**config.mk**
```make
export PLATFORM = sky130hd
export DESIGN_NAME = drv_rd_rx
export DESIGN_NICKNAME = d
export VERILOG_FILES = /design/src/rtl/drv_rd_pkg.sv /design/src/rtl/bit_sync.sv /design/src/rtl/rd_capture.sv /design/src/rtl/xfer_ctl.sv /design/src/rtl/drv_rd_rx.sv
export SDC_FILE = /design/constraint.sdc
export NUM_CORES = 1
export LEC_CHECK = 0
export BUFFER_PORTS_ARGS = -buffer_cell sky130_fd_sc_hd__buf_4
export CAP_MARGIN = 20
export CORE_AREA = 2 2 65 67
export CTS_CLUSTER_SIZE = 8
export DETAILED_ROUTE_END_ITERATION = 7
export DIE_AREA = 0 0 67 69
export PLACE_DENSITY = 0.76
export RECOVER_POWER = 25
export SLEW_MARGIN = 15
export SYNTH_ARGS = -nofsm -noshare
export SYNTH_HDL_FRONTEND = slang
export SYNTH_SLANG_ARGS = --single-unit
```
**constraint.sdc**
```tcl
create_clock -name clk -period 2.25 [get_ports clk]
set_input_delay 0.3375 -clock clk [delete_from_list [all_inputs] [get_ports clk]]
set_output_delay 0.3375 -clock clk [all_outputs]
set_load 0.02 [all_outputs]
```
**src/rtl/drv_rd_pkg.sv**
```systemverilog
package drv_rd_pkg;
  typedef enum logic [1:0] {
    XS_IDLE = 2'd0,
    XS_WOCC = 2'd1,
    XS_LIVE = 2'd2,
    XS_TAIL = 2'd3
  } xfer_st_e;
endpackage

```
**src/rtl/bit_sync.sv**
```systemverilog
module bit_sync #(
  parameter int STAGES = 2
) (
  input  logic clk,
  input  logic rst_n,
  input  logic d,
  output logic q
);
  logic [STAGES-1:0] chain;
  always_ff @(posedge clk or negedge rst_n) begin
    if (!rst_n) chain <= '0;
    else        chain <= {chain[STAGES-2:0], d};
  end
  assign q = chain[STAGES-1];
endmodule

```
**src/rtl/rd_capture.sv**
```systemverilog
module rd_capture #(
  parameter int DW = 16
) (
  input  logic          clk,
  input  logic          rst_n,
  input  logic          cap_en,
  input  logic          strobe_fall,
  input  logic [DW-1:0] dat_i,
  input  logic          par_i,
  input  logic          clr,
  input  logic          m_ready,
  output logic          m_valid,
  output logic [DW-1:0] m_data,
  output logic          m_perr,
  output logic          m_ovf
);
  logic take, blocked;
  assign take    = cap_en && strobe_fall;
  assign blocked = m_valid && !m_ready;

  always_ff @(posedge clk or negedge rst_n) begin
    if (!rst_n) begin
      m_valid <= 1'b0;
      m_data  <= '0;
      m_perr  <= 1'b0;
      m_ovf   <= 1'b0;
    end else begin
      if (clr) m_ovf <= 1'b0;
      if (take && blocked) begin
        m_ovf <= 1'b1;
      end else if (take) begin
        m_valid <= 1'b1;
        m_data  <= dat_i;
        m_perr  <= ~(^{dat_i, par_i});
      end else if (m_valid && m_ready) begin
        m_valid <= 1'b0;
      end
    end
  end


  hold_while_stalled_chk: assert property (@(posedge clk) disable iff (!rst_n)
    (m_valid && !m_ready) |=> (m_valid && $stable(m_data) && $stable(m_perr)));

  ovf_cause_chk: assert property (@(posedge clk) disable iff (!rst_n)
    $rose(m_ovf) |-> $past(m_valid && !m_ready));
endmodule

```
**src/rtl/xfer_ctl.sv**
```systemverilog
module xfer_ctl
  import drv_rd_pkg::*;
#(
  parameter int TMO_CYC = 10000
) (
  input  logic clk,
  input  logic rst_n,
  input  logic cmd_go,
  input  logic occ_s,
  input  logic ebl_rise,
  input  logic ebl_fall,
  input  logic word_seen,
  input  logic more_i,
  output logic run_o,
  output logic cap_en,
  output logic clr,
  output logic eot_irq,
  output logic tmo_o
);
  localparam int CW = $clog2(TMO_CYC + 1);

  xfer_st_e st, st_nx;
  logic [CW-1:0] wait_cnt;
  logic expire, activity;

  assign activity = word_seen || ebl_rise || ebl_fall;
  assign expire   = (st != XS_IDLE) && !activity &&
                    (wait_cnt == CW'(TMO_CYC - 1));
  assign clr      = (st == XS_IDLE) && cmd_go;

  always_comb begin
    st_nx = st;
    unique case (st)
      XS_IDLE: if (cmd_go)  st_nx = XS_WOCC;
      XS_WOCC: if (occ_s)   st_nx = XS_LIVE;
      XS_LIVE: if (!more_i) st_nx = XS_TAIL;
      XS_TAIL: if (ebl_fall) st_nx = XS_IDLE;
      default: st_nx = XS_IDLE;
    endcase
    if (expire) st_nx = XS_IDLE;
  end

  always_ff @(posedge clk or negedge rst_n) begin
    if (!rst_n) begin
      st       <= XS_IDLE;
      wait_cnt <= '0;
      tmo_o    <= 1'b0;
      eot_irq  <= 1'b0;
    end else begin
      st      <= st_nx;
      eot_irq <= (st == XS_TAIL) && ebl_fall && !expire;
      if (clr)         tmo_o <= 1'b0;
      else if (expire) tmo_o <= 1'b1;
      if (st_nx != st || activity || st == XS_IDLE) wait_cnt <= '0;
      else                                          wait_cnt <= wait_cnt + 1'b1;
    end
  end

  assign run_o  = (st == XS_LIVE);
  assign cap_en = (st == XS_LIVE) || (st == XS_TAIL);


  run_after_occ_chk: assert property (@(posedge clk) disable iff (!rst_n)
    (st == XS_WOCC && occ_s) |=> run_o);

  run_drop_chk: assert property (@(posedge clk) disable iff (!rst_n)
    (run_o && !more_i) |=> !run_o);

  eot_pulse_chk: assert property (@(posedge clk) disable iff (!rst_n)
    eot_irq |=> !eot_irq);

  tmo_stops_run_chk: assert property (@(posedge clk) disable iff (!rst_n)
    $rose(tmo_o) |-> !run_o);
endmodule

```
**src/rtl/drv_rd_rx.sv**
```systemverilog
module drv_rd_rx #(
  parameter int DW       = 16,
  parameter int SYNC_FF  = 2,
  parameter int TMO_CYC  = 10000
) (
  input  logic          clk,
  input  logic          rst_n,
  input  logic          cmd_go,
  input  logic          occ_i,
  input  logic          sclk_i,
  input  logic          ebl_i,
  input  logic [DW-1:0] dat_i,
  input  logic          par_i,
  input  logic          more_i,
  output logic          run_o,
  output logic          m_valid,
  input  logic          m_ready,
  output logic [DW-1:0] m_data,
  output logic          m_perr,
  output logic          m_ovf,
  output logic          tmo_o,
  output logic          eot_irq
);
  localparam int NSYNC = 3;

  logic [NSYNC-1:0] raw_in, synced;
  logic sclk_d, ebl_d;
  logic sclk_fall, ebl_rise, ebl_fall;
  logic cap_en, clr;

  assign raw_in = {occ_i, ebl_i, sclk_i};

  for (genvar i = 0; i < NSYNC; i++) begin : g_sync
    bit_sync #(.STAGES(SYNC_FF)) u_sync (
      .clk(clk), .rst_n(rst_n), .d(raw_in[i]), .q(synced[i])
    );
  end

  always_ff @(posedge clk or negedge rst_n) begin
    if (!rst_n) begin
      sclk_d <= 1'b0;
      ebl_d  <= 1'b0;
    end else begin
      sclk_d <= synced[0];
      ebl_d  <= synced[1];
    end
  end

  assign sclk_fall = sclk_d && !synced[0];
  assign ebl_rise  = !ebl_d && synced[1];
  assign ebl_fall  = ebl_d && !synced[1];

  xfer_ctl #(.TMO_CYC(TMO_CYC)) u_ctl (
    .clk(clk), .rst_n(rst_n), .cmd_go(cmd_go), .occ_s(synced[2]),
    .ebl_rise(ebl_rise), .ebl_fall(ebl_fall), .word_seen(sclk_fall),
    .more_i(more_i), .run_o(run_o), .cap_en(cap_en), .clr(clr),
    .eot_irq(eot_irq), .tmo_o(tmo_o)
  );

  rd_capture #(.DW(DW)) u_cap (
    .clk(clk), .rst_n(rst_n), .cap_en(cap_en), .strobe_fall(sclk_fall),
    .dat_i(dat_i), .par_i(par_i), .clr(clr), .m_ready(m_ready),
    .m_valid(m_valid), .m_data(m_data), .m_perr(m_perr), .m_ovf(m_ovf)
  );


  no_word_when_idle_chk: assert property (@(posedge clk) disable iff (!rst_n)
    (!cap_en && !m_valid) |=> !m_valid);
endmodule

```
### After elaboration in Yosys (flattened, before gate mapping)

Index checks and enable logic that the tools add are counted.

* $add $sub $neg: 1
* multiply operators: 0
* div/mod/pow operators: 0
* $lt $le $gt $ge: 0
* eq/ne operators: 5
* shift operators: 0
* muxes and demuxes: 13
* bitwise operators: 2
* reductions and logical operators: 31

Operators by type and width (count)
* 17-bit XOR reduction: 1
* 14-bit by 1-bit adder with 14-bit output, second input constant: 1
* 14-bit equality test, second input constant: 1
* 14-bit 2-to-1 mux: 1
* 1-bit logical AND: 12
* 2-bit 2-to-1 mux: 5
* 2-bit one-hot mux with 4 select lines: 1
* 2-bit nonzero test: 4
* 1-bit zero test: 6
* 1-bit 2-to-1 mux: 6
* 1-bit logical OR: 5
* 2-bit equality test, second input constant: 2
* 2-bit AND reduction: 2
* 2-bit by 1-bit equality test with 1-bit output, second input constant: 1
* 2-bit zero test: 1
* 2-bit inequality test: 1
* 1-bit NOT: 2

* register bits after elaboration: 45
* bits in latches: 0
* bits in writable memories: 0
* memory bits (read-only): 0
* bits of input ports: 25
* logic and storage cells: 65
* memories kept: 0

### Longest topological paths before layout

Gate-level depths: netlist (run 1).

* depth after elaboration: 12
* gate-level depth with buffers: 7
* gate-level depth less buffers: 6

### Modules after synthesis

A second synthesis (run 1) with hierarchy kept.

* cells, all modules: 160
* area total of the unflattened synthesis: 2115.8 µm²

By module, submodules not included
* xfer_ctl: times used 1, cells each 89, area an instance 1044.8 µm²
* rd_capture: times used 1, cells each 60, area an instance 849.6 µm²
* bit_sync: times used 3, cells each 2, area an instance 50.0 µm²
* drv_rd_rx: times used 1, cells each 5, area an instance 71.3 µm²

### Worst setup path before layout (run 1)

Ideal clock, no wire load.

* path kind: reg-to-reg
* from: register u_ctl.wait_cnt[0]
* to: register u_ctl.wait_cnt[10]
* arrival time: 1.594 ns
* data required time: 2.179 ns
* setup slack: 0.584 ns
* stages on the path, launching flop included: 8
* path buffers: 1
* clock period less this slack: 1.666 ns
* path through: dfrtp_1 -> ha_1 -> and3_1 -> nand4_1 -> mux2i_1 -> o211ai_2 -> buf_6 -> nor2_1

* word-level cells in the longest chain between the ends: 7

RTL lines
* from (decl): line xfer_ctl.sv:23 `logic [CW-1:0] wait_cnt;`
* from (signal assigned): line xfer_ctl.sv:55 `else wait_cnt <= wait_cnt + 1'b1;`
* 14-bit equality test: line xfer_ctl.sv:28 `(wait_cnt == CW'(TMO_CYC - 1));`
* 1-bit logical AND: line xfer_ctl.sv:27 `assign expire = (st != XS_IDLE) && !activity &&`
* 2-bit 2-to-1 mux: line xfer_ctl.sv:40 `if (expire) st_nx = XS_IDLE;`
* 2-bit inequality test: line xfer_ctl.sv:54 `if (st_nx != st || activity || st == XS_IDLE) wait_cnt <= '0;`
* 1-bit logical OR (2 in a row): line xfer_ctl.sv:54
* 14-bit 2-to-1 mux (*): line xfer_ctl.sv:54

Mark *: on every way between the ends. The rest lies on a longest branch, timed or not.
A chain may end at the register's enable or synchronous reset.

### Worst setup path in the final report (run 1)

* from: register u_ctl.wait_cnt[0]
* to: register u_ctl.wait_cnt[8]

Same word-level chain as after synthesis.

==> results of run 1 <==
-- cells in the final DEF, fill, tap and decap left out, types with 2 or more instances in the layout --
master	n
sky130_fd_sc_hd__a21oi_1	5
sky130_fd_sc_hd__and3_1	5
sky130_fd_sc_hd__buf_4	44
sky130_fd_sc_hd__clkbuf_1	3
sky130_fd_sc_hd__clkbuf_4	3
sky130_fd_sc_hd__clkbuf_8	5
sky130_fd_sc_hd__dfrtp_1	45
sky130_fd_sc_hd__inv_1	4
sky130_fd_sc_hd__mux2_2	16
sky130_fd_sc_hd__nand2_1	10
sky130_fd_sc_hd__nand2b_1	2
sky130_fd_sc_hd__nand3_1	5
sky130_fd_sc_hd__nand4_1	3
sky130_fd_sc_hd__nor2_1	23
sky130_fd_sc_hd__nor2b_1	4
sky130_fd_sc_hd__nor3_1	3
sky130_fd_sc_hd__xnor2_1	19
sky130_fd_sc_hd__xor2_1	8
-- synthesized netlist by cell type (all sizes together) --
cell type   n
nor3        3
mux2       16
inv         4
nand4       3
nand3       5
nor2b       4
nand2      10
xnor2      19
nor4b       1
ha          1
o21a        1
o211ai      1
nor2       23
xor2        8
buf         4
mux2i       1
xnor3       1
nand2b      2
dfrtp      45
nand3b      1
o21ai       1
and3        5
nor4        1
a21oi       5
-- kinds of logic after synthesis --
family	Yosys count
xor+xnor	28
compound gates	8
simple gates	58
flops	45
buf+inv	8
mux	17
fa+ha+maj	1
-- worst max path at each step --
| stage | cells past startpoint | end | slack [ns] | startpoint |
|---|---|---|---|---|
| 2_1_floorplan | 7 | u_ctl.wait_cnt[10] | 0.58 | u_ctl.wait_cnt[0] |
| 3_3_place_gp | 7 | u_ctl.wait_cnt[11] | 0.55 | u_ctl.wait_cnt[0] |
| 3_5_place_dp | 7 | u_ctl.wait_cnt[8] | 0.48 | u_ctl.wait_cnt[0] |
| 4_1_cts | 7 | u_ctl.wait_cnt[8] | 0.46 | u_ctl.wait_cnt[0] |
| 5_1_grt | 5 | u_ctl.st[1] | 0.30 | u_ctl.wait_cnt[0] |
| 6_report | 7 | u_ctl.wait_cnt[8] | 0.48 | u_ctl.wait_cnt[0] |
-- metal layers --
layer / track usage, % / up-vias / wire [µm]
met3: 6.362 / 5 / 296
met2: 24.75 / 46 / 1545
met4: 5.896 / 0 / 51
li1: - / 645 / -
met5: 0 / - / 0
met1: 15.41 / 628 / 1353
-- cell type report --
class	instances	area (µm²)	area share [%]
clock buffer	8	80.08	3.290
inverter	4	15.01	0.6170
sequential	45	1126	46.27
tap	50	62.56	2.571
multi-input combinational	112	792.0	32.55
timing repair buffer	48	357.8	14.70
-- worst register-to-register path: cells and delay by family (launching register included) --
kind                     cells  cell delay [ns]
AND/OR/NAND/NOR              3             0.54
multiplexers                 1             0.24
flip-flops                   1             0.41
buffers and inverters        1             0.19
AO/OA/AOI/OAI                1             0.10
adder cells (fa/ha/maj)      1             0.23
-- flip-flops by register name, indices dropped and copies added (netlist names) --
register and cells:
g_sync.u_sync.chain 6, u_ctl.eot_irq 1, u_cap.m_data 16, ebl_d 1, u_cap.m_valid 1, u_cap.m_perr 1, u_cap.m_ovf 1, u_ctl.st 2
u_ctl.wait_cnt 14, sclk_d 1, u_ctl.tmo_o 1
-- metrics by stage --
step           area, µm²  hold WS [ns]
3_3_place_gp        2356        0.3319
5_1_grt             2434        0.1583
2_1_floorplan       1959       0.04191
3_5_place_dp        2356        0.3416
6_report            2434        0.1746
4_1_cts             2436       0.04211
-- power by group through the flow --
| stage | Clock, mW | Combinational [mW] | Sequential (mW) |
|---|---|---|---|
| 6_report | 0.457 | 0.982 | 1.15 |
| 5_1_grt | 0.513 | 1.06 | 1.18 |
| 4_1_cts | 0.483 | 0.999 | 1.15 |
| 3_5_place_dp | 0 | 0.998 | 1.16 |
| 3_3_place_gp | 0 | 0.984 | 1.16 |
| 2_1_floorplan | 0 | 0.406 | 1.34 |
==> reports/qor.csv, run 1 <==
metric;value;unit
final_layout_fill_cell_count;317;
pre_cts_ws;0.4805;ns
clockPowerShare;17.7;%
cts.htree.levels;2;
areaGrowthSynthToFinish;24.20;%
critical_path.n_buffers_inverters;1;
globalRouteTotalUtil;14.57;%
max_freq;564.8;MHz
cts-buffers-inserted;5;
port-buffer-count;46;
cp_slowest_stage_delay;0.41;ns
core.rowCount;23;
synth_compound_area_share;2.554;%
syn-mean-instance-area;11.88;µm²
clk_pin_slew;0.07;ns
area_share_of_fa_ha_maj_cells_after_synthesis;0.6386;%
worstPathArrival;1.99;ns
grt_antenna_before_repair;0;
timing.final.ws_setup;0.4794;ns
synthesis.instances;165;
clock_sinks;45;
worstReg2RegStart;u_ctl.wait_cnt[0];
synth-warning-count;0;
drtPass1Iterations;4;
synth.top_cells.by_area;sky130_fd_sc_hd__dfrtp_1 (57%), sky130_fd_sc_hd__mux2_2 (9.2%), sky130_fd_sc_hd__xnor2_1 (8.5%);
core_area;3914;µm²
cpLargestDelayFamily;simple AND/OR/NAND/NOR gates;
synth_xor_area_share;13.22;%
post-route-period-util;78.69;%
cellInternalPower;1.718;mW
post-cts-setup-buffer-count;0;
gp_congestion;0.8081;
sequentialPowerShare;44.4;%
die_area;4623;µm²
pwr-share-comb;38.0;%
placed_cells;259;
timing.critical_path.from_type;register;
power_density;1063;nW/µm²
slew_viol_final;0;
total_power;2.587;mW
clk_path_buf_depth;2;
starting_density_of_the_core;50.06;%
min_path_cells;1;
slew_headroom;28.73;%
vertical_extent_of_the_die;69;µm
transition_time_at_the_pin_with_the_least_slew_margin;1.069;ns
max_cap_violations;0;
detail_route.wirelength;3246;µm
post_route_cells_drive_above_1_share;32.72;%
status;completed;
ant_nets;0;
synth_area;1959;µm²
synth_area_leader_cell;sky130_fd_sc_hd__dfrtp_1;
length_in_cells_of_the_worst_reg_to_reg_path;7;
num-nets-final;242;
postSynthRegisterBits;45;
crit_path_cell_trace;ha_1 > and3_1 > nand4_1 > mux2i_1 > o211ai_2 > buf_4 > nor2_1;
n_antenna_cell;0;
synth_simple_gate_area_share;14.30;%
detailroute.via_count;1324;
first_global_vias;1210;
wire_per_inst;12.16;µm
post_cts_resized;0;
finalSetupViolCount;0;
place_hpwl;2449;µm
yosys.area.top_type_share;57.47;%
sum_of_negative_setup_slack;0;ns
postLayoutCoreUtil;62.18;%
irDropWorstVdd;0.4964;mV
num_io_pins;47;
main_combinational_cell_family_by_area_after_synthesis;simple AND/OR/NAND/NOR gates;
critical_path_class;register to register;
drc;0;
clk_root_buffer_cell;sky130_fd_sc_hd__clkbuf_8;
global_route.overflow_total;0;
final.min_clock_period;1.771;ns
endpoint_kind;register;
drt_iter0_drc;65;
die_w;67;µm
grt_pass1_wl;5050;µm
tritoncts;yes;
viasPerCell;4.959;
post_cts_hold_buffer_count;0;
grt_start_max_net_pins;46;
required;2.47;ns
hold_violations;0;
finalClockSkew;0.004204;ns
hold_start;sclk_i;
timing.reg2reg.setup_slack;0.48;ns
critical_path_peak_fanout;14;
hold_path.class;input pin to register;
regToRegEndpoint;u_ctl.wait_cnt[8];
rsz0062_at_grt;no;
worst_skew_pair_later_pin_latency;0.29;ns
synth.distinct_cells;25;
netSwitchingFraction;33.59;%
synth_sequential_area_ratio;57.47;%
finalNonFillerCells;267;
net-switching-power;0.8689;mW
standby_leakage_power;1.106;nW
critPathSlowestCell;sky130_fd_sc_hd__dfrtp_1;
synthMuxAreaShare;9.706;%
worst_hold_path.endpoint;g_sync[0].u_sync.chain[0];
syn_nets;191;
Note: power is estimated with default switching activity, not from simulation.
==> run 2: changes to the inputs <==
--- a/config.mk
+++ b/config.mk
@@ -5,13 +5,14 @@
 export SDC_FILE = /design/constraint.sdc
 export NUM_CORES = 1
 export LEC_CHECK = 0
+export ABC_AREA = 1
 export BUFFER_PORTS_ARGS = -buffer_cell sky130_fd_sc_hd__buf_4
 export CAP_MARGIN = 20
-export CORE_AREA = 2 2 65 67
+export CORE_AREA = 2 2 71 73
 export CTS_CLUSTER_SIZE = 8
 export DETAILED_ROUTE_END_ITERATION = 7
-export DIE_AREA = 0 0 67 69
-export PLACE_DENSITY = 0.76
+export DIE_AREA = 0 0 73 75
+export PLACE_DENSITY = 0.75
 export RECOVER_POWER = 25
 export SLEW_MARGIN = 15
 export SYNTH_ARGS = -nofsm -noshare
==> constraint.sdc (replaced) <==
create_clock -name clk -period 1.5 [get_ports clk]
set_input_delay 0.225 -clock clk [delete_from_list [all_inputs] [get_ports clk]]
set_output_delay 0.225 -clock clk [all_outputs]
set_load 0.02 [all_outputs]
==> reports/qor.csv, run 2 <==
metric;value;unit
die_w;73;µm
max_cap_violations;0;
most-common-layout-cells;sky130_fd_sc_hd__nand2_1 (103), sky130_fd_sc_hd__buf_4 (65), sky130_fd_sc_hd__dfrtp_1 (44);
slew_viol_final;0;
die_area;5475;µm²
drtPass1Iterations;6;
hold_violations;0;
cpLargestDelayFamily;simple AND/OR/NAND/NOR gates;
finalSetupViolCount;14;
hold_path.class;input pin to register;
synth-warning-count;0;
synthesis.instances;275;
rsz0062_at_grt;yes;
sum_of_negative_setup_slack;-0.8626;ns
worst_skew_pair_later_pin_latency;0.31;ns
clk_pin_slew;0.09;ns
critPathSlowestCell;sky130_fd_sc_hd__dfrtp_1;
cp_slowest_stage_delay;0.40;ns
num-nets-final;377;
synth.distinct_cells;23;
grt_antenna_before_repair;0;
cts-buffers-inserted;5;
synth_sequential_area_ratio;49.78;%
critical_path.n_buffers_inverters;2;
global_route.overflow_total;0;
critical_path.endpoint;u_ctl.wait_cnt[10];
status;finished with violations;
length_in_cells_of_the_worst_reg_to_reg_path;9;
synth_area_leader_cell;sky130_fd_sc_hd__dfrtp_1;
yosys.area.top_type_share;49.78;%
ys_async_sr_fraction;100.0;%
regToRegEndpoint;u_ctl.wait_cnt[10];
transition_time_at_the_pin_with_the_least_slew_margin;0.9735;ns
core_area;4661;µm²
postSynthRegisterBits;45;
max_freq;637.0;MHz
clock_sinks;45;
clk_path_buf_depth;2;
largest_register_ff_count;16;
synthMostInstantiatedCell;sky130_fd_sc_hd__nand2_1;
first_global_vias;1973;
critical_path_class;register to register;
worst_setup_path_startpoint;u_ctl.wait_cnt[11];
cp.depth;9;
worstPathArrival;1.77;ns
synth_area;2262;µm²
synthFlopType;sky130_fd_sc_hd__dfrtp_1;
synth-edff-count;0;
syn-mean-instance-area;8.226;µm²
grt_pass1_wl;8038;µm
timing.reg2reg.setup_slack;-0.07;ns
finalClockSkew;0.006070;ns
clk_root_buffer_cell;sky130_fd_sc_hd__clkbuf_8;
wire_per_inst;12.74;µm
post_route_cells_drive_above_1_share;34.38;%
cts.htree.levels;2;
critical_path_peak_fanout;7;
num_io_pins;47;
timing.critical_path.from_type;register;
crit_path_frequent_cell;sky130_fd_sc_hd__nand2_2;
core.rowCount;25;
drt_iter0_drc;71;
reg_top3;u_cap.m_data: 16 flops, u_ctl.wait_cnt: 14 flops, g_sync.u_sync.chain: 6 flops;
starting_density_of_the_core;48.54;%
n_antenna_cell;0;
endpoint_kind;register;
tritoncts;yes;
worstReg2RegStart;u_ctl.wait_cnt[11];
viasPerCell;4.978;
drc;0;
final.min_clock_period;1.570;ns
top_register;u_cap.m_data;
grt_start_max_net_pins;46;
place_hpwl;3350;µm
slew_headroom;35.10;%
postLayoutCoreUtil;66.68;%
detailroute.via_count;2021;
syn_nets;301;
required;1.70;ns
globalRouteTotalUtil;19.16;%
timing.final.ws_setup;-0.06988;ns
gp_congestion;0.8007;
standby_leakage_power;1.581;nW
crit_path_cell_trace;inv_2 > nand2_2 > nor3_2 > nand3_4 > nand2_2 > nand2_2 > nand2_4 > clkbuf_16 > nor3_2;
post-route-period-util;104.7;%
most_common_cell_after_layout_fill_and_taps_aside;sky130_fd_sc_hd__nand2_1;
violations;setup timing;
synth.top_cells.by_area;sky130_fd_sc_hd__dfrtp_1 (50%), sky130_fd_sc_hd__nand2_1 (18%), sky130_fd_sc_hd__inv_1 (5.0%);
vertical_extent_of_the_die;75;µm
ant_nets;0;
power_density;1572;nW/µm²
pre_cts_ws;-0.03748;ns
port-buffer-count;46;
areaGrowthSynthToFinish;37.39;%
detail_route.wirelength;5174;µm
irDropWorstVdd;0.7884;mV
netlist_top_cells_count;sky130_fd_sc_hd__nand2_1 (108), sky130_fd_sc_hd__dfrtp_1 (45), sky130_fd_sc_hd__inv_1 (30), sky130_fd_sc_hd__nand3_1 (14), sky130_fd_sc_hd__xor2_1 (12);
run 2: changes by cell type in the layout (fill, tap and decap cells not counted), sizes merged, moves of 11 or more:
cell	previous run	this run
nor3	3	21
nand3	5	16
mux2	16	0
nor2	23	10
nand2	10	110
buf	44	68
xnor2	19	8
inv	4	33
run 2: worst min path at each step:
stage,start,endpoint,slack [ns],cells after the start
after global placement,rst_n,u_ctl.eot_irq,0.25,1
after detailed placement,rst_n,u_ctl.eot_irq,0.26,1
after CTS,occ_i,g_sync[2].u_sync.chain[0],0.01,1
after global routing,occ_i,g_sync[2].u_sync.chain[0],0.03,1
after floorplan,rst_n,ebl_d,-0.07,0
final,occ_i,g_sync[2].u_sync.chain[0],0.04,1
run 2: kinds of logic after synthesis:
| family | share of synthesized area, % |
|---|---|
| compound gates | 2.378 |
| xor+xnor | 7.743 |
| fa+ha+maj | 0.5530 |
| buf+inv | 6.803 |
| flops | 49.78 |
| simple gates | 32.74 |
run 2: layer usage:
| metal | up-vias | track usage (%) | wire length (µm) |
|---|---|---|---|
| met3 | 16 | 6.827 | 295 |
| met1 | 945 | 22.05 | 2128 |
| met5 | - | 0 | 0 |
| li1 | 1003 | - | - |
| met2 | 57 | 33.33 | 2605 |
| met4 | 0 | 6.379 | 145 |
run 2: area by class of cell:
class                      count  area [µm²]
clock buffer                   6       82.58
fill                         386        1553
tap                           54       67.56
inverter                      33       127.6
clock inverter                 2       17.52
sequential                    45        1127
timing repair buffer          73       590.6
multi-input combinational    193        1095
run 2: through the flow:
step                      hold WS, ns  power (mW)  instances  cell area (µm²)
after detailed placement       0.2612       3.614        385             2775
after global routing          0.03336       5.196        406             3108
after global placement         0.2539       3.567        385             2775
after floorplan              -0.07059       2.792        275             2262
after CTS                     0.01148       4.473        396             2913
final                         0.03816       4.886        406             3108
run 2: report_power, final:
part	switching [mW]	total, mW	internal (mW)
Clock	0.442	0.824	0.383
Combinational	1.36	2.39	1.03
Sequential	0.172	1.67	1.50
Total	1.97	4.89	2.91
run 2: timing repair:
item,4_1_cts,5_1_grt
endpoints found under the setup margin,7,24
hold buffers,1,0
hold endpoints to repair,45,0
pin swaps,0,11
cloned,0,1
gates resized for setup,4,26
setup buffers,2,9
run 2: worst reg2reg max path, cell delays in order (launching register included):
cell and delay [ns]:
sky130_fd_sc_hd__dfrtp_1 0.40, sky130_fd_sc_hd__inv_2 0.08, sky130_fd_sc_hd__nand2_2 0.06, sky130_fd_sc_hd__nor3_2 0.26, sky130_fd_sc_hd__nand3_4 0.16, sky130_fd_sc_hd__nand2_2 0.13
sky130_fd_sc_hd__nand2_2 0.06, sky130_fd_sc_hd__nand2_4 0.10, sky130_fd_sc_hd__clkbuf_16 0.17, sky130_fd_sc_hd__nor3_2 0.04
==> run 3: changes to the inputs <==
--- a/config.mk
+++ b/config.mk
@@ -12,7 +12,7 @@
 export CTS_CLUSTER_SIZE = 8
 export DETAILED_ROUTE_END_ITERATION = 7
 export DIE_AREA = 0 0 73 75
-export PLACE_DENSITY = 0.75
+export PLACE_DENSITY = 0.74
 export RECOVER_POWER = 25
 export SLEW_MARGIN = 15
 export SYNTH_ARGS = -nofsm -noshare
==> reports/qor.csv, run 3 (same netlist as run 2, synthesis figures left out) <==
metric;value;unit
status;finished with violations;
violations;setup timing;
cts-buffers-inserted;5;
place_hpwl;3325;µm
reg_top3;u_cap.m_data: 16 flops, u_ctl.wait_cnt: 14 flops, g_sync.u_sync.chain: 6 flops;
total_power;4.669;mW
detailroute.via_count;1919;
hold_violations;0;
netSwitchingFraction;37.87;%
areaGrowthSynthToFinish;32.25;%
crit_path_cell_trace;inv_2 > nand2_2 > or2_0 > nand4_1 > nand2_1 > nand2_1 > nand2_2 > buf_12 > nor3_1;
clk_pin_slew;0.08;ns
starting_density_of_the_core;48.54;%
postLayoutCellArea;2992;µm²
slew_viol_final;0;
worst_skew_pair_later_pin_latency;0.29;ns
placed_cells;385;
final.min_clock_period;1.520;ns
finalClockSkew;0.002313;ns
pre_cts_ws;-0.04205;ns
critical_path_class;register to register;
worstPathArrival;1.72;ns
worstReg2RegStart;u_ctl.st[0];
grt_antenna_before_repair;0;
hold_path.class;input pin to register;
die_area;5475;µm²
gp_congestion;0.8601;
critPathSlowestCell;sky130_fd_sc_hd__dfrtp_1;
clockPowerShare;20.1;%
most-common-layout-cells;sky130_fd_sc_hd__nand2_1 (108), sky130_fd_sc_hd__buf_4 (59), sky130_fd_sc_hd__dfrtp_1 (44);
critical_path.n_buffers_inverters;2;
drtPass1Iterations;4;
critical_path_peak_fanout;14;
largest_register_ff_count;16;
tritoncts;yes;
wire_per_inst;11.45;µm
post-route-period-util;101.3;%
detailed_place.area;2775;µm²
net-switching-power;1.768;mW
drt_iter0_drc;76;
max_cap_violations;0;
global_route.overflow_total;0;
first_global_vias;1861;
finalSetupViolCount;1;
post_route_cells_drive_above_1_share;29.28;%
slew_headroom;36.07;%
endpoint_kind;register;
timing.final.ws_setup;-0.01974;ns
vertical_extent_of_the_die;75;µm
cp_slowest_stage_delay;0.41;ns
viasPerCell;4.810;
core_area;4661;µm²
die_w;73;µm
finalNonFillerCells;399;
cellInternalPower;2.901;mW
worst_setup_path_startpoint;u_ctl.st[0];
cpLargestDelayFamily;simple AND/OR/NAND/NOR gates;
pwr-share-comb;44.0;%
num_io_pins;47;
core.rowCount;25;
grt_pass1_wl;7893;µm
clk_root_buffer_cell;sky130_fd_sc_hd__clkbuf_8;
num-nets-final;370;
timing.critical_path.from_type;register;
transition_time_at_the_pin_with_the_least_slew_margin;0.9589;ns
standby_leakage_power;1.533;nW
clock_sinks;45;
power_density;1561;nW/µm²
required;1.70;ns
clk_path_buf_depth;2;
ant_nets;0;
detail_route.wirelength;4568;µm
port-buffer-count;46;
top_register;u_cap.m_data;
cts.htree.levels;2;
irDropWorstVdd;0.7412;mV
hold_start;sclk_i;
drc;0;
n_antenna_cell;0;
max_freq;658.0;MHz
final_layout_fill_cell_count;414;
most_common_cell_after_layout_fill_and_taps_aside;sky130_fd_sc_hd__nand2_1;
grt_start_max_net_pins;46;
sequentialPowerShare;35.9;%
rsz0062_at_grt;yes;
globalRouteTotalUtil;18.37;%
==> run 3: cell count changes in the layout (fill, tap and decap cells not counted), moves of 3 or more <==
cell and change:
sky130_fd_sc_hd__buf_4 -6, sky130_fd_sc_hd__nand2_1 +5, sky130_fd_sc_hd__nand2_2 -4, sky130_fd_sc_hd__nand3_1 +3
==> run 3: metrics by stage <==
stage | setup TNS [ns] | util, % | hold slack, ns
final | -0.01974 | 64.19 | 0.05937
after floorplan | 0 | - | -0.07059
after CTS | 0 | 62.71 | 0.02569
after detailed placement | -0.1137 | 59.54 | 0.2604
after global placement | 0 | 59.54 | 0.2523
after global routing | -1.179 | 64.19 | 0.04651
==> run 3: timing repair <==
action	4_1_cts	5_1_grt
hold buffers	1	0
hold endpoints to repair	45	0
setup endpoints to repair	15	24
gates resized for setup	4	10
buffers inserted	1	4
pin swaps	1	4
==> run 3: power groups by stage <==
| stage | combinational (mW) | sequential [mW] | clock (mW) |
|---|---|---|---|
| CTS | 1.94 | 1.67 | 0.968 |
| detailed placement | 1.92 | 1.68 | 0 |
| floorplan | 0.824 | 1.97 | 0 |
| finish | 2.05 | 1.68 | 0.937 |
| global placement | 1.89 | 1.68 | 0 |
| global route | 2.26 | 1.72 | 1.01 |
==> run 3: worst register-to-register path, delay by kind of cell, from the launching register on <==
family | cells | cell delay [ns]
DFF | 1 | 0.41
buffers and inverters | 2 | 0.24
and+or+nand+nor | 7 | 0.79
==> run 3: path summary, 6_finish.rpt <==
| check | endpoint | slack [ns] | cells after the start |
|---|---|---|---|
| max | u_ctl.wait_cnt[1] | -0.02 | 9 |
| min | g_sync[0].u_sync.chain[0] | 0.06 | 1 |
| max reg2reg | u_ctl.wait_cnt[1] | -0.02 | 9 |
| min reg2reg | g_sync[0].u_sync.chain[1] | 0.35 | 0 |
| max in group asynchronous | u_ctl.st[1] | 0.21 | 2 |
| min in group asynchronous | u_ctl.tmo_o | 0.62 | 2 |
==> run 3: final cells by class <==
cell class	count	area, µm²	area share (%)
timing repair buffer	66	520.5	17.40
clock buffer	7	86.33	2.886
inverter	33	125.1	4.182
multi-input combinational	193	1035	34.59
tap	54	67.56	2.258
sequential	45	1127	37.68
clock inverter	1	30.03	1.004
==> run 3: per-layer routing <==
layer,vias up,GRT usage (%),part of all wire [%]
li1,994,-,-
met1,876,21.72,44
met2,43,32.43,48
met3,6,5.756,6.3
met4,0,4.938,1.1
met5,-,0,0
